**src/rtl/adc_cal_pkg.sv**
```systemverilog
package adc_cal_pkg;
  typedef enum logic [1:0] {
    SEL_PINS = 2'd0,
    SEL_GND  = 2'd1,
    SEL_POS  = 2'd2,
    SEL_NEG  = 2'd3
  } insel_e;

  typedef enum logic [2:0] {
    ST_IDLE,
    ST_WAIT,
    ST_SETTLE,
    ST_ACCUM,
    ST_DIV,
    ST_POST
  } cal_st_e;
endpackage

```
**src/rtl/cal_avg.sv**
```systemverilog
module cal_avg #(
  parameter int DW    = 16,
  parameter int NSAMP = 8
) (
  input  logic                 clk,
  input  logic                 rst,
  input  logic                 clr,
  input  logic                 take,
  input  logic [DW-1:0]        din,
  output logic                 last,
  output logic [DW-1:0]        avg
);
  localparam int CW = $clog2(NSAMP);
  localparam int SW = DW + CW;

  logic signed [SW-1:0] sum;
  logic signed [SW-1:0] nxt;
  logic [CW-1:0]        cnt;

  assign nxt  = sum + $signed({{CW{din[DW-1]}}, din});
  assign last = take && (cnt == CW'(NSAMP - 1));
  assign avg  = nxt[CW +: DW];

  always_ff @(posedge clk) begin
    if (rst || clr) begin
      sum <= '0;
      cnt <= '0;
    end else if (take) begin
      if (last) begin
        sum <= '0;
        cnt <= '0;
      end else begin
        sum <= nxt;
        cnt <= cnt + 1'b1;
      end
    end
  end

  // a finished window always restarts from an empty accumulator
  a_r4_window_restart: assert property (@(posedge clk) disable iff (rst)
    (last && !clr) |=> (cnt == '0));
endmodule

```
**src/rtl/cal_divider.sv**
```systemverilog
module cal_divider #(
  parameter int NW  = 32,
  parameter int DNW = 17
) (
  input  logic           clk,
  input  logic           rst,
  input  logic           start,
  input  logic [NW-1:0]  num,
  input  logic [DNW-1:0] den,
  output logic           done,
  output logic [NW-1:0]  quot
);
  localparam int IW = $clog2(NW + 1);

  logic [DNW-1:0] rem;
  logic [DNW-1:0] dv;
  logic [NW-1:0]  q;
  logic [IW-1:0]  it;
  logic           busy;
  logic [DNW:0]   shifted;
  logic [DNW+1:0] trial;
  logic           ge;

  assign shifted = {rem, q[NW-1]};
  assign trial   = {1'b0, shifted} - {2'b00, dv};
  assign ge      = ~trial[DNW+1];
  assign quot    = q;

  always_ff @(posedge clk) begin
    if (rst) begin
      rem  <= '0;
      dv   <= '0;
      q    <= '0;
      it   <= '0;
      busy <= 1'b0;
      done <= 1'b0;
    end else begin
      done <= 1'b0;
      if (start) begin
        rem  <= '0;
        dv   <= den;
        q    <= num;
        it   <= IW'(NW);
        busy <= 1'b1;
      end else if (busy) begin
        q   <= {q[NW-2:0], ge};
        rem <= ge ? trial[DNW-1:0] : shifted[DNW-1:0];
        it  <= it - 1'b1;
        if (it == IW'(1)) begin
          busy <= 1'b0;
          done <= 1'b1;
        end
      end
    end
  end

  // completion is a single-cycle event
  a_r5_done_single: assert property (@(posedge clk) disable iff (rst)
    done |=> !done);
endmodule

```
**src/rtl/cal_corrector.sv**
```systemverilog
module cal_corrector #(
  parameter int DW   = 16,
  parameter int GW   = 16,
  parameter int FRAC = 14
) (
  input  logic          clk,
  input  logic          rst,
  input  logic          load,
  input  logic [DW-1:0] din,
  input  logic [DW-1:0] offset,
  input  logic [GW-1:0] gain,
  output logic [DW-1:0] dout
);
  localparam int PW = DW + GW + 2;
  localparam logic signed [PW-1:0] MAXV = {{(PW-DW+1){1'b0}}, {(DW-1){1'b1}}};
  localparam logic signed [PW-1:0] MINV = {{(PW-DW+1){1'b1}}, {(DW-1){1'b0}}};

  logic signed [DW:0]   diff;
  logic signed [PW-1:0] prod;
  logic signed [PW-1:0] scaled;
  logic [DW-1:0]        sat;

  assign diff   = $signed({din[DW-1], din}) - $signed({offset[DW-1], offset});
  assign prod   = diff * $signed({1'b0, gain});
  assign scaled = prod >>> FRAC;

  always_comb begin
    if (scaled > MAXV)      sat = MAXV[DW-1:0];
    else if (scaled < MINV) sat = MINV[DW-1:0];
    else                    sat = scaled[DW-1:0];
  end

  always_ff @(posedge clk) begin
    if (rst)       dout <= '0;
    else if (load) dout <= sat;
  end

  // the output word only moves on a load
  a_r2_hold_without_load: assert property (@(posedge clk) disable iff (rst)
    !load |=> $stable(dout));
endmodule

```
**src/rtl/adc_cal_sequencer.sv**
```systemverilog
module adc_cal_sequencer
  import adc_cal_pkg::*;
#(
  parameter int DW     = 16,
  parameter int SETTLE = 8192,
  parameter int NAVG   = 8,
  parameter int GW     = 16,
  parameter int FRAC   = 14
) (
  input  logic          clk,
  input  logic          rst,
  input  logic          cal_req,
  input  logic          sync_in,
  input  logic          restart_in,
  input  logic          bipolar_in,
  input  logic          filt_stb,
  input  logic [DW-1:0] filt_data,
  output logic [DW-1:0] data_out,
  output logic [1:0]    in_sel,
  output logic          valid,
  output logic          ready_n
);
  localparam int CNTW      = $clog2(SETTLE);
  localparam int IDEAL_UNI = (2 ** (DW - 1)) - 1;
  localparam int IDEAL_BI  = 2 * IDEAL_UNI;
  localparam int NW        = DW + 2 + FRAC;
  localparam int DNW       = DW + 1;
  localparam logic [NW-1:0] NUM_UNI = NW'(IDEAL_UNI) << FRAC;
  localparam logic [NW-1:0] NUM_BI  = NW'(IDEAL_BI) << FRAC;
  localparam logic [GW-1:0] UNITY   = GW'(1) << FRAC;

  cal_st_e         state;
  insel_e          sel_q;
  logic            mode_q;
  logic [CNTW-1:0] cnt;
  logic [DW-1:0]   offset_q, stg_zero, stg_pos, stg_lo;
  logic [GW-1:0]   gain_q;
  logic            sync_q, restart_q;
  logic            valid_q, ready_q;
  logic            div_go, span_bad;
  logic            abort;
  logic            avg_last;
  logic [DW-1:0]   avg_val;
  logic            div_done;
  logic [NW-1:0]   div_quot;
  logic signed [DNW-1:0] span;

  assign abort = (state != ST_IDLE) &&
                 ((sync_in && !sync_q) || (restart_in && !restart_q));
  assign span  = $signed({stg_pos[DW-1], stg_pos}) - $signed({stg_lo[DW-1], stg_lo});

  cal_avg #(.DW(DW), .NSAMP(NAVG)) u_avg (
    .clk  (clk),
    .rst  (rst),
    .clr  (state != ST_ACCUM),
    .take (state == ST_ACCUM && filt_stb),
    .din  (filt_data),
    .last (avg_last),
    .avg  (avg_val)
  );

  cal_divider #(.NW(NW), .DNW(DNW)) u_div (
    .clk   (clk),
    .rst   (rst),
    .start (div_go),
    .num   (mode_q ? NUM_BI : NUM_UNI),
    .den   ($unsigned(span)),
    .done  (div_done),
    .quot  (div_quot)
  );

  cal_corrector #(.DW(DW), .GW(GW), .FRAC(FRAC)) u_cor (
    .clk    (clk),
    .rst    (rst),
    .load   (state == ST_IDLE && filt_stb),
    .din    (filt_data),
    .offset (offset_q),
    .gain   (gain_q),
    .dout   (data_out)
  );

  always_ff @(posedge clk) begin
    if (rst) begin
      sync_q    <= 1'b0;
      restart_q <= 1'b0;
    end else begin
      sync_q    <= sync_in;
      restart_q <= restart_in;
    end
  end

  always_ff @(posedge clk) begin
    if (rst) begin
      state    <= ST_IDLE;
      sel_q    <= SEL_PINS;
      mode_q   <= 1'b0;
      cnt      <= '0;
      offset_q <= '0;
      gain_q   <= UNITY;
      stg_zero <= '0;
      stg_pos  <= '0;
      stg_lo   <= '0;
      valid_q  <= 1'b1;
      ready_q  <= 1'b1;
      div_go   <= 1'b0;
      span_bad <= 1'b0;
    end else begin
      div_go  <= 1'b0;
      ready_q <= 1'b1;
      if (abort) begin
        state   <= ST_IDLE;
        sel_q   <= SEL_PINS;
        valid_q <= 1'b1;
      end else begin
        case (state)
          ST_IDLE: begin
            ready_q <= ~filt_stb;
            if (cal_req) begin
              state  <= ST_WAIT;
              mode_q <= bipolar_in;
            end
          end
          ST_WAIT: begin
            if (filt_stb) begin
              state   <= ST_SETTLE;
              sel_q   <= SEL_GND;
              cnt     <= '0;
              valid_q <= 1'b0;
            end
          end
          ST_SETTLE: begin
            valid_q <= 1'b0;
            if (cnt == CNTW'(SETTLE - 1)) begin
              state <= ST_ACCUM;
              cnt   <= '0;
            end else begin
              cnt <= cnt + 1'b1;
            end
          end
          ST_ACCUM: begin
            if (avg_last) begin
              valid_q <= 1'b1;
              case (sel_q)
                SEL_GND: begin
                  stg_zero <= avg_val;
                  stg_lo   <= avg_val;
                  sel_q    <= SEL_POS;
                  state    <= ST_SETTLE;
                end
                SEL_POS: begin
                  stg_pos <= avg_val;
                  if (mode_q) begin
                    sel_q <= SEL_NEG;
                    state <= ST_SETTLE;
                  end else begin
                    state  <= ST_DIV;
                    div_go <= 1'b1;
                  end
                end
                default: begin
                  stg_lo <= avg_val;
                  state  <= ST_DIV;
                  div_go <= 1'b1;
                end
              endcase
            end
          end
          ST_DIV: begin
            valid_q <= 1'b0;
            if (div_go) span_bad <= (span <= 0);
            if (div_done) begin
              gain_q   <= (span_bad || (|div_quot[NW-1:GW])) ? '1 : div_quot[GW-1:0];
              offset_q <= stg_zero;
              sel_q    <= SEL_PINS;
              state    <= ST_POST;
              cnt      <= '0;
            end
          end
          ST_POST: begin
            if (cnt == CNTW'(SETTLE - 1)) begin
              state   <= ST_IDLE;
              valid_q <= 1'b1;
            end else begin
              cnt <= cnt + 1'b1;
            end
          end
          default: state <= ST_IDLE;
        endcase
      end
    end
  end

  assign in_sel  = sel_q;
  assign valid   = valid_q;
  assign ready_n = ready_q;

  // an abort edge returns the selector and validity at once
  a_r10_abort_to_pins: assert property (@(posedge clk) disable iff (rst)
    abort |=> (in_sel == SEL_PINS && valid));

  // no data-ready strobe while measuring
  a_r3_ready_held: assert property (@(posedge clk) disable iff (rst)
    (state inside {ST_SETTLE, ST_ACCUM, ST_DIV, ST_POST}) |-> ready_n);

  // phase-end pulses last one cycle
  a_r7_single_pulse: assert property (@(posedge clk) disable iff (rst)
    (valid && (state inside {ST_SETTLE, ST_DIV}) && !abort) |=> !valid);

  // post-load settling keeps pins selected and data invalid
  a_r8_post_quiet: assert property (@(posedge clk) disable iff (rst)
    (state == ST_POST) |-> (!valid && in_sel == SEL_PINS));

  // the selector does not move while settling
  a_r4_sel_hold: assert property (@(posedge clk) disable iff (rst)
    (state == ST_SETTLE && cnt != '0) |-> $stable(in_sel));

  // an idle strobe produces a data-ready low cycle
  a_r2_ready_pulse: assert property (@(posedge clk) disable iff (rst)
    (state == ST_IDLE && filt_stb && !cal_req) |=> !ready_n);
endmodule

```
**config.mk**
```make
export PLATFORM = sky130hd
export DESIGN_NAME = adc_cal_sequencer
export DESIGN_NICKNAME = d
export VERILOG_FILES = /design/src/rtl/adc_cal_pkg.sv /design/src/rtl/cal_avg.sv /design/src/rtl/cal_divider.sv /design/src/rtl/cal_corrector.sv /design/src/rtl/adc_cal_sequencer.sv
export SDC_FILE = /design/constraint.sdc
export NUM_CORES = 1
export LEC_CHECK = 0
export ABC_AREA = 1
export BUFFER_PORTS_ARGS = -buffer_cell sky130_fd_sc_hd__buf_2
export CAP_MARGIN = 20
export CORE_MARGIN = 10
export CORE_UTILIZATION = 57
export CTS_BUF_LIST = sky130_fd_sc_hd__clkbuf_8
export CTS_CLUSTER_SIZE = 40
export DETAILED_ROUTE_END_ITERATION = 7
export HOLD_SLACK_MARGIN = 0.02
export PLACE_DENSITY = 0.76
export REMOVE_ABC_BUFFERS = 1
export SKIP_CTS_REPAIR_TIMING = 1
export SLEW_MARGIN = 20
export SYNTH_ARGS = -nofsm -noshare
export SYNTH_HDL_FRONTEND = slang
export SYNTH_SLANG_ARGS = --single-unit
```
**constraint.sdc**
```tcl
create_clock -name clk -period 7.4 [get_ports clk]
set_input_delay 0.37 -clock clk [delete_from_list [all_inputs] [get_ports clk]]
set_output_delay 0.37 -clock clk [all_outputs]
set_load 0.02 [all_outputs]
```
# After elaboration in Yosys (flattened, before gate mapping)
# Cells that the tools add are included.
# word_totals
regBits,217
wordCells,139
output_inout_bits,20
# classes
addsub,7
order_cmp,3
reduce_logical,34
bitwise,8
eq_ne,20
multipliers,1
mux,41
# ops
operator,n
2-to-1 mux 32 bit,2
2-to-1 mux 13 bit,4
case mux 13 bit (4 select lines),1
2-to-1 mux 16 bit,3
multiplier 17 x 17 -> 34 bit,1
subtractor 16 x 16 -> 17 bit,2
2-to-1 mux 30 bit,1
2-to-1 mux 3 bit,8
greater-than comparator 20 x 16 -> 1 bit (second input constant),1
less-than comparator 20 x 16 -> 1 bit (second input constant),1
adder 19 x 16 -> 19 bit,1
2-to-1 mux 19 bit,1
subtractor 18 x 17 -> 19 bit,1
case mux 3 bit (6 select lines),1
less-or-equal comparator 17 x 1 -> 1 bit (second input constant),1
2-to-1 mux 17 bit,1
AND reduction 4 bit,4
OR reduction 16 bit,1
adder 13 x 1 -> 13 bit (second input constant),1
== test 13 bit (second input constant),1
2-to-1 mux 6 bit,2
inequality test 2 bit (second input constant),6
AND reduction 6 bit,2
== test 3 bit (second input constant),3
other kinds (31),64

# Longest topological paths before layout
# Gate-level depths: netlist (run 1).
# logic_depth
ltp_word,6
ltp_mapped,44

# Hierarchy
# From an unflattened synthesis (run 1), not the netlist that was laid out.
# unflattened
cells_unflattened,3371
area_unflattened_um2,24136.9
# modules_own_cells
mod,n_inst,seq_area_each_um2,cells_each,area_each_um2
cal_corrector,1,320.3,1662,12573.3
adc_cal_sequencer,1,2102.0,758,5212.5
cal_divider,1,1481.4,658,4478.0
cal_avg,1,440.4,293,1873.0

# Least setup slack after synthesis (run 1)
# No wires, ideal clock.
# synth_timing
kind,in2reg
start,in filt_data[0]
end,reg u_cor.dout[10]
stages,40
slack_ns,-0.062
required_time_ns,7.281
t_arrival_ns,7.343
path_cell_list,inv_1 > ha_1 > fa_1 > inv_1 > a21oi_1 > o21bai_1 > nand2_1 > nand3_1 > nand3_1 > nand3_1 > nand2_1 > buf_2 > nor2_1 > inv_1 > fa_1 > inv_1 > fa_1 > buf_1 > [4 not listed] > inv_1 > fa_1 > inv_1 > fa_1 > inv_1 > ha_1 > inv_1 > nor3_1 > nand2_1 > a21oi_1 > nor2_1 > nand2_1 > nand2_1 > nand2_1 > nand4_1 > a21oi_4 > buf_6 > a21oi_1
# synth_between
elab_chain_cells,5
# synth_lines
element,line_no,rtl
from (decl),adc_cal_sequencer.sv:17,"input logic [DW-1:0] filt_data,"
subtractor 16 x 16 -> 17 bit (*),cal_corrector.sv:23,"assign diff = $signed({din[DW-1], din}) - $signed({offset[DW-1], offset});"
multiplier 17 x 17 -> 34 bit (*),cal_corrector.sv:24,"assign prod = diff * $signed({1'b0, gain});"
less-than comparator 20 x 16 -> 1 bit,cal_corrector.sv:29,else if (scaled < MINV) sat = MINV[DW-1:0];
2-to-1 mux 16 bit,cal_corrector.sv:29,
2-to-1 mux 16 bit (*),cal_corrector.sv:28,if (scaled > MAXV) sat = MAXV[DW-1:0];
to (signal assigned),cal_corrector.sv:35,else if (load) dout <= sat;
to (decl),cal_corrector.sv:12,output logic [DW-1:0] dout
# Every way passes the cells marked *; elsewhere a longest branch is shown, timed or not.
# A chain may end at the register's enable or synchronous reset.

# Worst setup path after layout (run 1)
# layout_timing
start,reg offset_q[0]
end,reg u_cor.dout[9]
# layout_between
elab_chain_cells,5
# layout_lines
element,line_no,rtl
from (decl),adc_cal_sequencer.sv:36,"logic [DW-1:0] offset_q, stg_zero, stg_pos, stg_lo;"
from (signal assigned),adc_cal_sequencer.sv:173,offset_q <= stg_zero;
subtractor 16 x 16 -> 17 bit (*),cal_corrector.sv:23,
multiplier 17 x 17 -> 34 bit (*),cal_corrector.sv:24,
less-than comparator 20 x 16 -> 1 bit,cal_corrector.sv:29,
2-to-1 mux 16 bit,cal_corrector.sv:29,
2-to-1 mux 16 bit (*),cal_corrector.sv:28,
# Marked as above.

==> results by group, run 1 <==
Run status
  – Status: complete, no violations

Clocking
  – Cts bufs inserted: 40
  – TritonCTS clock tree: built
  – Clock Pin Slew Worst Setup and Hold Paths: 60 ps
  – Clk Latency, worst-skew pair: slightly above 600 ps
  – Clock Root Buffer: clkbuf_8
  – Htree depth: 2
  – CTS Buffer Depth: 3
  – Clk sinks: around 220

Power and ir drop
  – VDD IR-drop max: roughly 0.00018 V
  – Pint: 2.20 mW
  – Logic pwr share: 0.233
  – Clock Power Share: 0.390
  – Sequential share of power: 0.377
  – Power Dens Cells: 124 nW/um^2
  – Sw Ratio: 0.326
  – Sw power: roughly 1.1 mW
  – P_leak: between 10 and 15 nW

Worst setup path
  – CP max stage delay: roughly 550 ps
  – CP endpoint kind: register
  – Critical-path cell with the highest stage delay: fa_1
  – Worst endpoint required time: 7880 ps
  – WS Path Type: reg2reg
  – WP data arrival: 7780 ps
  – Critical Path Fanout Max: 8
  – Delay-heaviest family, CP: adder cells
  – CP Buf/Inv Count: 10
  – Critical Path Start Type: register

Finish
  – Commonest non-fill, non-tap cells in the layout: inv_1, nand2_1, fa_1
  – Leading cell type in the layout, fill and taps excluded: inv_1
  – Ant. Diodes: 0
  – Area growth syn-to-layout: 17.1%
  – Share of cells above drive strength 1: 0.172
  – Final Core Density: 0.679
  – # nets final: 3694

Yosys
  – Flops & latches, synth: around 220
  – Top cell type's share of synthesized area: 0.241
  – Syn Area/Cell: roughly 7.4 um^2
  – Unique masters post-synth: 53
  – Largest area contributor in the netlist: fa_1
  – Synth area leaders: fa_1, dfxtp_1, inv_1, nand2_1, ha_1
  – Number of synthesized flops with an enable pin: 0
  – Mapped Area: 22600 um^2
  – Synth Flop Type: dfxtp_1
  – Asr flop ratio synth: 0
  – Mapped Cells: slightly above 3000
  – Register area share after synthesis: 0.193
  – Yosys warning count: 0

Floorplan
  – Core area: around 39000 um^2
  – Initial Util: 0.580
  – Die width: 219 um
  – Std cell rows: 72
  – Die area: 47900 um^2
  – I/O Pins: 43
  – Die Height: between 200 and 250 um

Timing
  – Final WS setup: about 95 ps
  – Setup-failing EPs final: 0
  – Hold_ws: a little over 100 ps
  – Final Critical Period: 7300 ps
  – Final Hold Viols: 0
  – Slew headroom: 0.320
  – Max Clk Rate: 137 MHz
  – Pins Over Slew Limit: 0
  – Tcrit/Tclk final: 0.987
  – Clock skew: between 30 and 40 ps
  – RSZ-0062 raised after global routing: yes
  – Worst Tran Pin Value: roughly 1000 ps

Routing
  – # DRC: 0
  – Via count: 20500
  – DRT antenna net count: 0
  – 1st-iter DRT viols: 1332
  – Met1 wire length: roughly 25 mm
  – Routed length on met2: between 30 and 40 mm
  – WL/cell: around 17 um
  – WL met3: roughly 3.7 mm
  – WL final: 63.0 mm
  – DR vias/cell: 5.43
  – Drt pass-1 iters: 6
  – Top Layer Used: met4

Global route
  – Initial antenna violation count: 0
  – Total grt overflow: 0
  – Vias in the first global route: about 21000
  – Overall global routing resource usage: 0.258
  – First-pass GRT wire length: about 100 mm
  – Largest net degree at the start of global routing: between 70 and 80

Placed design
  – Post-place setup slack: -335 ps
  – GPL Wtd Cong: approximately 0.96
  – Port-buffer cells: 42
  – HPWL after detailed placement: 49.4 mm

Flow run
  – Max-capacitance violation count: 0

Worst hold path
  – Hold Crit Class: in2reg
tightest hold or removal path, stage by stage:
cell and delay, ps:
buf_2 100, o21ai_0 80, a21oi_1 100
Yosys cell counts, types with 2 or more instances:
cell type,number
fa_1,272
ha_1,163
nor4_1,8
clkbuf_1,58
a31oi_1,3
o21ai_0,132
o211ai_1,17
and3_1,3
nor3_2,3
o21a_1,4
o21bai_1,19
inv_2,11
a21o_1,8
nand2_1,588
and2_1,3
nor2_2,2
a21oi_1,268
buf_6,6
nand4_1,17
buf_2,9
nor2_4,5
nor3_1,26
nand3_1,94
o21ai_1,18
buf_1,5
dfxtp_1,217
a21boi_0,2
a221oi_1,4
nor2_1,277
xor2_1,42
inv_1,633
a211oi_1,19
nand3_2,2
clkinv_1,11
nand2_2,3
o22ai_1,18
o31ai_1,7
or2_2,24
xnor2_1,30
state kept, by name, indices dropped and copies added (netlist names), 17 cells and up:
register    flops
u_div.quot     32
u_avg.sum      19
u_div.dv       17
u_div.rem      17
final timing paths:
check	from	endpoint	slack, ps	cells after the start
setup reg to reg	offset_q[0]$_SDFFE_PP0P_	u_cor.dout[9]$_SDFFE_PP0P_	100	40
hold reg to reg	u_div.quot[13]$_SDFFE_PP0P_	gain_q[13]$_SDFFE_PP0P_	460	2
setup / recovery	offset_q[0]$_SDFFE_PP0P_	u_cor.dout[9]$_SDFFE_PP0P_	100	40
hold / removal	bipolar_in	mode_q$_SDFFE_PP0P_	100	3
power by group through the flow:
| stage | Combinational, mW | Sequential, mW | Clock (mW) |
|---|---|---|---|
| floorplan | 0.365 | 1.29 | 0 |
| global placement | 0.646 | 1.26 | 0 |
| detailed placement | 0.663 | 1.26 | 0 |
| CTS | 0.665 | 1.23 | 1.30 |
| global route | 0.834 | 1.24 | 1.35 |
| finish | 0.764 | 1.23 | 1.28 |
area by class of cell:
type | instances | area (um^2)
clock buffers | 47 | 647
clock inverters | 23 | 221
fillers | 3274 | 12500
inverters | 656 | 2480
multi-input cells | 2093 | 16400
flip-flops and latches | 217 | 4350
well taps | 518 | 648
repair buffers | 228 | 1690
stage by stage:
step / power [mW] / cell area, um^2 / setup TNS (ps) / std cells
after floorplan: 1.66 / 22200 / -1150 / 2965
after global placement: 1.90 / 24200 / -3190 / 3679
after detailed placement: 1.92 / 24200 / -5020 / 3679
after CTS: 3.20 / 25100 / -2700 / 3749
after global routing: 3.42 / 26400 / -3890 / 3782
final: 3.27 / 26400 / 0 / 3782
kinds of logic (layout without fill, tap and decap cells):
logic type / count (synthesis) / in the layout / share of synthesized area
and+or+nand+nor: 1060 / 1061 / 0.194
buffers and inverters: 736 / 954 / 0.125
AOI/OAI and AO/OA: 524 / 524 / 0.128
adders and majority gates: 435 / 435 / 0.332
DFF: 217 / 217 / 0.193
xor gates and xnor gates: 73 / 73 / 0.0287
per-layer routing:
layer	vias to the layer above	track usage
met5	-	0
li1	9824	-
met4	0	0.117
met1	9750	0.302
met2	738	0.457
met3	229	0.0384
No activity file was read; power rests on OpenSTA's default activity.
==> inputs of run 2 (changes only) <==
--- a/config.mk
+++ b/config.mk
@@ -16,6 +16,7 @@
 export HOLD_SLACK_MARGIN = 0.02
 export PLACE_DENSITY = 0.76
 export REMOVE_ABC_BUFFERS = 1
+export SETUP_SLACK_MARGIN = 0.5
 export SKIP_CTS_REPAIR_TIMING = 1
 export SLEW_MARGIN = 20
 export SYNTH_ARGS = -nofsm -noshare
==> constraint.sdc (replaced) <==
create_clock -name clk -period 7.4 [get_ports clk]
set_input_delay 1.48 -clock clk [delete_from_list [all_inputs] [get_ports clk]]
set_output_delay 1.48 -clock clk [all_outputs]
set_load 0.02 [all_outputs]
==> run 2 against run 1 <==
Compared with the run above:
- worst setup slack worse by 720 ps
- cell count increased by 1.9%
- non-clock buffer count up 75
- largest power group unchanged
- the flow now finishes with violations (negative setup slack)
- via count up 0.38%
- combinational power is 5.5% higher
- flip-flop and latch count unchanged
- first-iteration DRC count about the same
==> results by group, run 2 (same netlist as run 1, synthesis figures left out) <==
Floorplan
  – Core area: 38900 um^2
  – Std cell rows: slightly above 70
  – Die width: between 200 and 250 um
  – Initial Util: 0.580
  – I/O Pins: 43
  – Die Height: between 200 and 250 um
  – Die area: between 40000 and 50000 um^2

Routing
  – WL final: between 60 and 70 mm
  – Via count: around 21000
  – DR vias/cell: 5.35
  – WL/cell: about 16 um
  – 1st-iter DRT viols: roughly 1300
  – Drt pass-1 iters: 6
  – DRT antenna net count: 0
  – # DRC: 0

Worst setup path
  – Critical-path cell with the highest stage delay: fa_1
  – WP data arrival: between 8000 and 9000 ps
  – WS Path Type: in2reg
  – CP max stage delay: 540 ps
  – Critical Path Start Type: input port
  – Worst endpoint required time: 7860 ps
  – Reg2Reg Capture Point: u_cor.dout[9]$_SDFFE_PP0P_
  – CP endpoint kind: register
  – Worst Setup SP: filt_data[0]
  – Critical Path Sink: u_cor.dout[9]$_SDFFE_PP0P_
  – Critical Path Fanout Max: 7
  – Worst Reg2Reg Path Length in Cells: 38
  – FF-to-FF setup slack: 0 ps
  – Reg2reg start: offset_q[0]$_SDFFE_PP0P_
  – Most frequent cell on the critical path: fa_1

Timing
  – Clock skew: 31.6 ps
  – Final WS setup: -623 ps
  – Final Critical Period: about 8000 ps
  – RSZ-0062 raised after global routing: yes
  – Fin Setup TNS: -9360 ps
  – Tcrit/Tclk final: 1.08
  – Final Hold Viols: 0
  – Setup-failing EPs final: 16
  – Max Clk Rate: 125 MHz
  – Slew headroom: 0.287
  – Pins Over Slew Limit: 0
  – Worst Tran Pin Value: roughly 1100 ps

Global route
  – Initial antenna violation count: 0
  – Overall global routing resource usage: 0.259
  – Total grt overflow: 0
  – Largest net degree at the start of global routing: 76
  – Vias in the first global route: approximately 21000
  – First-pass GRT wire length: 102 mm

Finish
  – # nets final: roughly 3800
  – Area growth syn-to-layout: 20.0%
  – Max FFs per register: 32
  – Final Non-Filler Cells: between 3000 and 4000
  – Commonest non-fill, non-tap cells in the layout: inv_1, nand2_1, fa_1
  – Share of cells above drive strength 1: 0.190
  – Final instance area: ~27000 um^2
  – Leading cell type in the layout, fill and taps excluded: inv_1
  – Ant. Diodes: 0

Clocking
  – TritonCTS clock tree: built
  – Clk Latency, worst-skew pair: around 600 ps
  – Clock Root Buffer: clkbuf_8
  – Clk sinks: 217
  – Cts bufs inserted: 39
  – Clock Pin Slew Worst Setup and Hold Paths: ~70 ps
  – CTS Buffer Depth: 3
  – Htree depth: 2

Placed design
  – Port-buffer cells: 42
  – Area post-placement: roughly 25000 um^2
  – HPWL after detailed placement: 49.2 mm
  – Dpl cells: roughly 3800
  – Post-place setup slack: -1520 ps
  – GPL Wtd Cong: 0.954

Flow run
  – Max-capacitance violation count: 0

Worst hold path
  – Hold Crit Class: reg2reg
  – Worst hold start: stg_pos[0]$_SDFFE_PP0P_

Power and ir drop
  – P_leak: 13.4 nW
  – Power Dens Cells: roughly 120 nW/um^2
  – VDD IR-drop max: ~0.00015 V

Run status
  – Failing checks: negative setup slack
  – Status: finished with violations
-- run 2: worst min path at each step --
stage                                             to  slack (ps)  depth (start not counted)
after floorplan             offset_q[8]$_SDFFE_PP0P_         430                          2
after global placement      offset_q[9]$_SDFFE_PP0P_         450                          2
after detailed placement    offset_q[9]$_SDFFE_PP0P_         450                          2
after CTS                 u_div.quot[3]$_SDFFE_PP0P_         450                          2
after global routing         stg_pos[0]$_SDFFE_PP0P_         480                          2
final                        stg_pos[0]$_SDFFE_PP0P_         460                          2
-- run 2: per-layer routing --
layer  vias up  global-route usage  part of all wire
li1       9964                   -                 -
met1      9764               0.305              0.40
met2       707               0.463              0.49
met3       185              0.0385             0.058
met4         0               0.104             0.045
met5         -                   0                 0
-- run 2: worst max-delay path: cells and delay by family --
family	cells	cell delay [ps]
fa+ha+maj	9	3750
simple gates	16	1640
buf+inv	10	1000
compound gates	5	600
-- run 2: power by group --
group	switching [mW]	total (mW)	internal, mW
Combinational	0.504	0.806	0.302
Sequential	0.0266	1.23	1.21
Clock	0.533	1.24	0.710
Total	1.06	3.28	2.22
-- run 2: cell type report --
cell class | count | area, um^2
Inverter | 656 | 2480
Clock inverter | 25 | 270
Timing Repair Buffer | 303 | 2280
Sequential cell | 217 | 4340
Clock buffer | 42 | 578
Fill cell | 3222 | 11800
Multi-Input combinational cell | 2094 | 16500
Tap cell | 518 | 648
-- run 2: through the flow --
stage | power, mW | util | hold WS (ps)
floorplan | 1.66 | - | 432
global placement | 1.93 | 0.638 | 446
detailed placement | 1.95 | 0.638 | 452
CTS | 3.20 | 0.660 | 454
global route | 3.44 | 0.696 | 477
finish | 3.28 | 0.696 | 463
==> inputs of run 3 (changes only) <==
--- a/config.mk
+++ b/config.mk
@@ -7,14 +7,16 @@
 export LEC_CHECK = 0
 export ABC_AREA = 1
 export BUFFER_PORTS_ARGS = -buffer_cell sky130_fd_sc_hd__buf_2
-export CAP_MARGIN = 20
+export CELL_PAD_IN_SITES_DETAIL_PLACEMENT = 1
+export CELL_PAD_IN_SITES_GLOBAL_PLACEMENT = 1
 export CORE_MARGIN = 10
-export CORE_UTILIZATION = 57
+export CORE_UTILIZATION = 45
 export CTS_BUF_LIST = sky130_fd_sc_hd__clkbuf_8
+export CTS_CLUSTER_DIAMETER = 200
 export CTS_CLUSTER_SIZE = 40
 export DETAILED_ROUTE_END_ITERATION = 7
 export HOLD_SLACK_MARGIN = 0.02
-export PLACE_DENSITY = 0.76
+export PLACE_DENSITY = 0.8
 export REMOVE_ABC_BUFFERS = 1
 export SETUP_SLACK_MARGIN = 0.5
 export SKIP_CTS_REPAIR_TIMING = 1
==> run 3 against run 2 <==
Compared with the run above:
- the flow still finishes with violations (negative setup slack)
- via count increased by 1.7%
- cell count is 1.6% higher
- sequential power about the same
- flip-flop and latch count unchanged
- worst setup slack lost 190 ps
- largest cell class unchanged
==> results by group, run 3 (same netlist as run 1, synthesis figures left out) <==
Floorplan
  – Die area: 59500 um^2
  – I/O Pins: 43
  – Std cell rows: 81
  – Initial Util: 0.458
  – Die Height: about 240 um
  – Die width: approximately 240 um
  – Core area: just under 50000 um^2

Worst setup path
  – CP endpoint kind: register
  – Most frequent cell on the critical path: fa_1
  – WP data arrival: a little under 9000 ps
  – Reg2Reg Capture Point: u_cor.dout[11]$_SDFFE_PP0P_
  – Delay-heaviest family, CP: adder cells
  – Reg2reg start: offset_q[0]$_SDFFE_PP0P_
  – CP max stage delay: 530 ps
  – WS Path Type: in2reg
  – CP Buf/Inv Count: 12
  – Worst endpoint required time: 7930 ps
  – FF-to-FF setup slack: -260 ps
  – Critical Path Fanout Max: 7
  – Critical-path cell with the highest stage delay: fa_1
  – Critical Path Start Type: input port
  – Worst Reg2Reg Path Length in Cells: 40

Global route
  – GRT Max-Usage Layer: met2
  – Overall global routing resource usage: 0.240
  – Routing usage on met1: 0.286
  – Largest net degree at the start of global routing: 70
  – Vias in the first global route: roughly 23000
  – Total grt overflow: 0
  – Routing usage on met2: 0.435
  – Initial antenna violation count: 1
  – Met3 track demand over resource: 0.0267
  – First-pass GRT wire length: between 100 and 150 mm

Run status
  – Status: finished with violations
  – Failing checks: negative setup slack

Flow run
  – Max-capacitance violation count: 0

Timing
  – Max Clk Rate: ~120 MHz
  – Tcrit/Tclk final: 1.11
  – Final Critical Period: around 8200 ps
  – RSZ-0062 raised after global routing: yes
  – Clock skew: between 40 and 50 ps
  – Setup-failing EPs final: 16
  – Final Hold Viols: 0
  – Pins Over Slew Limit: 0
  – Worst Tran Pin Value: about 990 ps
  – Final WS setup: -816 ps
  – Hold_ws: 452 ps
  – Slew headroom: 0.334

Routing
  – 1st-iter DRT viols: around 960
  – DRT antenna net count: 0
  – # DRC: 0
  – Drt pass-1 iters: 5
  – Via count: roughly 21000
  – WL final: 75.4 mm
  – WL/cell: ~19 um
  – DR vias/cell: around 5.4

Placed design
  – HPWL after detailed placement: 59.9 mm
  – GPL Wtd Cong: just over 0.9
  – Dpl cells: 3890
  – Port-buffer cells: 42

Finish
  – Area growth syn-to-layout: 15.2%
  – Share of cells above drive strength 1: 0.152
  – Ant. Diodes: 0
  – Final Non-Filler Cells: between 3000 and 4000
  – Leading cell type in the layout, fill and taps excluded: inv_1
  – # nets final: about 3700
  – Commonest non-fill, non-tap cells in the layout: inv_1, nand2_1, fa_1
  – Max FFs per register: 32

Power and ir drop
  – P_leak: 12.8 nW
  – Power Dens Cells: just over 100 nW/um^2
  – VDD IR-drop max: between 0.0001 and 0.00015 V

Clocking
  – Cts bufs inserted: 9
  – Clock Root Buffer: clkbuf_8
  – Htree depth: 1
  – Clock Pin Slew Worst Setup and Hold Paths: 260 ps
  – Clk sinks: 217
  – CTS Buffer Depth: 3
  – TritonCTS clock tree: built
  – Clk Latency, worst-skew pair: roughly 620 ps

Worst hold path
  – Hold Crit Endpoint: offset_q[9]$_SDFFE_PP0P_
  – Worst hold path cell count: 2
  – Hold Crit Class: reg2reg
  – Worst hold start: stg_zero[9]$_SDFFE_PP0P_
## run 3: worst max path at each step
stage	startpoint	end	slack, ps	depth (start not counted)
global route	filt_data[5]	u_cor.dout[11]$_SDFFE_PP0P_	-1130	38
detailed placement	filt_data[0]	u_cor.dout[9]$_SDFFE_PP0P_	-1730	38
global placement	filt_data[0]	u_cor.dout[7]$_SDFFE_PP0P_	-1540	40
finish	filt_data[0]	u_cor.dout[11]$_SDFFE_PP0P_	-820	42
CTS	filt_data[0]	u_cor.dout[0]$_SDFFE_PP0P_	-1070	38
floorplan	filt_data[0]	u_cor.dout[0]$_SDFFE_PP0P_	-1190	37
## run 3: tightest hold or removal path: cells and delay by family (launching register included)
kind | cells | cell delay (ps)
flops | 1 | 360
compound gates | 1 | 60
buf+inv | 1 | 70
## run 3: power by group
part | internal (mW) | switching [mW] | total, mW
clock network | 0.156 | 0.414 | 0.569
registers | 1.21 | 0.0260 | 1.24
logic | 0.292 | 0.517 | 0.809
total | 1.66 | 0.957 | 2.61
## run 3: stage by stage
step                      instance area (um^2)  worst slack, ps  power (mW)  utilization  TNS (ps)
final                                    26000             -816        2.61        0.528    -12480
after floorplan                          22200            -1190        1.66            -    -18620
after global placement                   24900            -1540        1.95        0.506    -24350
after global routing                     26000            -1130        2.74        0.528    -17570
after detailed placement                 24900            -1730        1.98        0.506    -27140
after CTS                                25100            -1070        2.55        0.510    -16520
## run 3: metal layers
layer	vias to the layer above	part of all wire
li1	9813	-
met4	0	0.043
met5	-	0
met1	10500	0.41
met2	503	0.51
met3	198	0.040
## run 3: layout make-up
class,count,area [um^2]
Fill cell,6279,23300
Multi-Input combinational cell,2093,16100
Sequential cell,217,4340
Inverter,656,2470
Timing Repair Buffer,277,2070
Tap cell,664,831
Clock buffer,9,124
Clock inverter,2,50.0
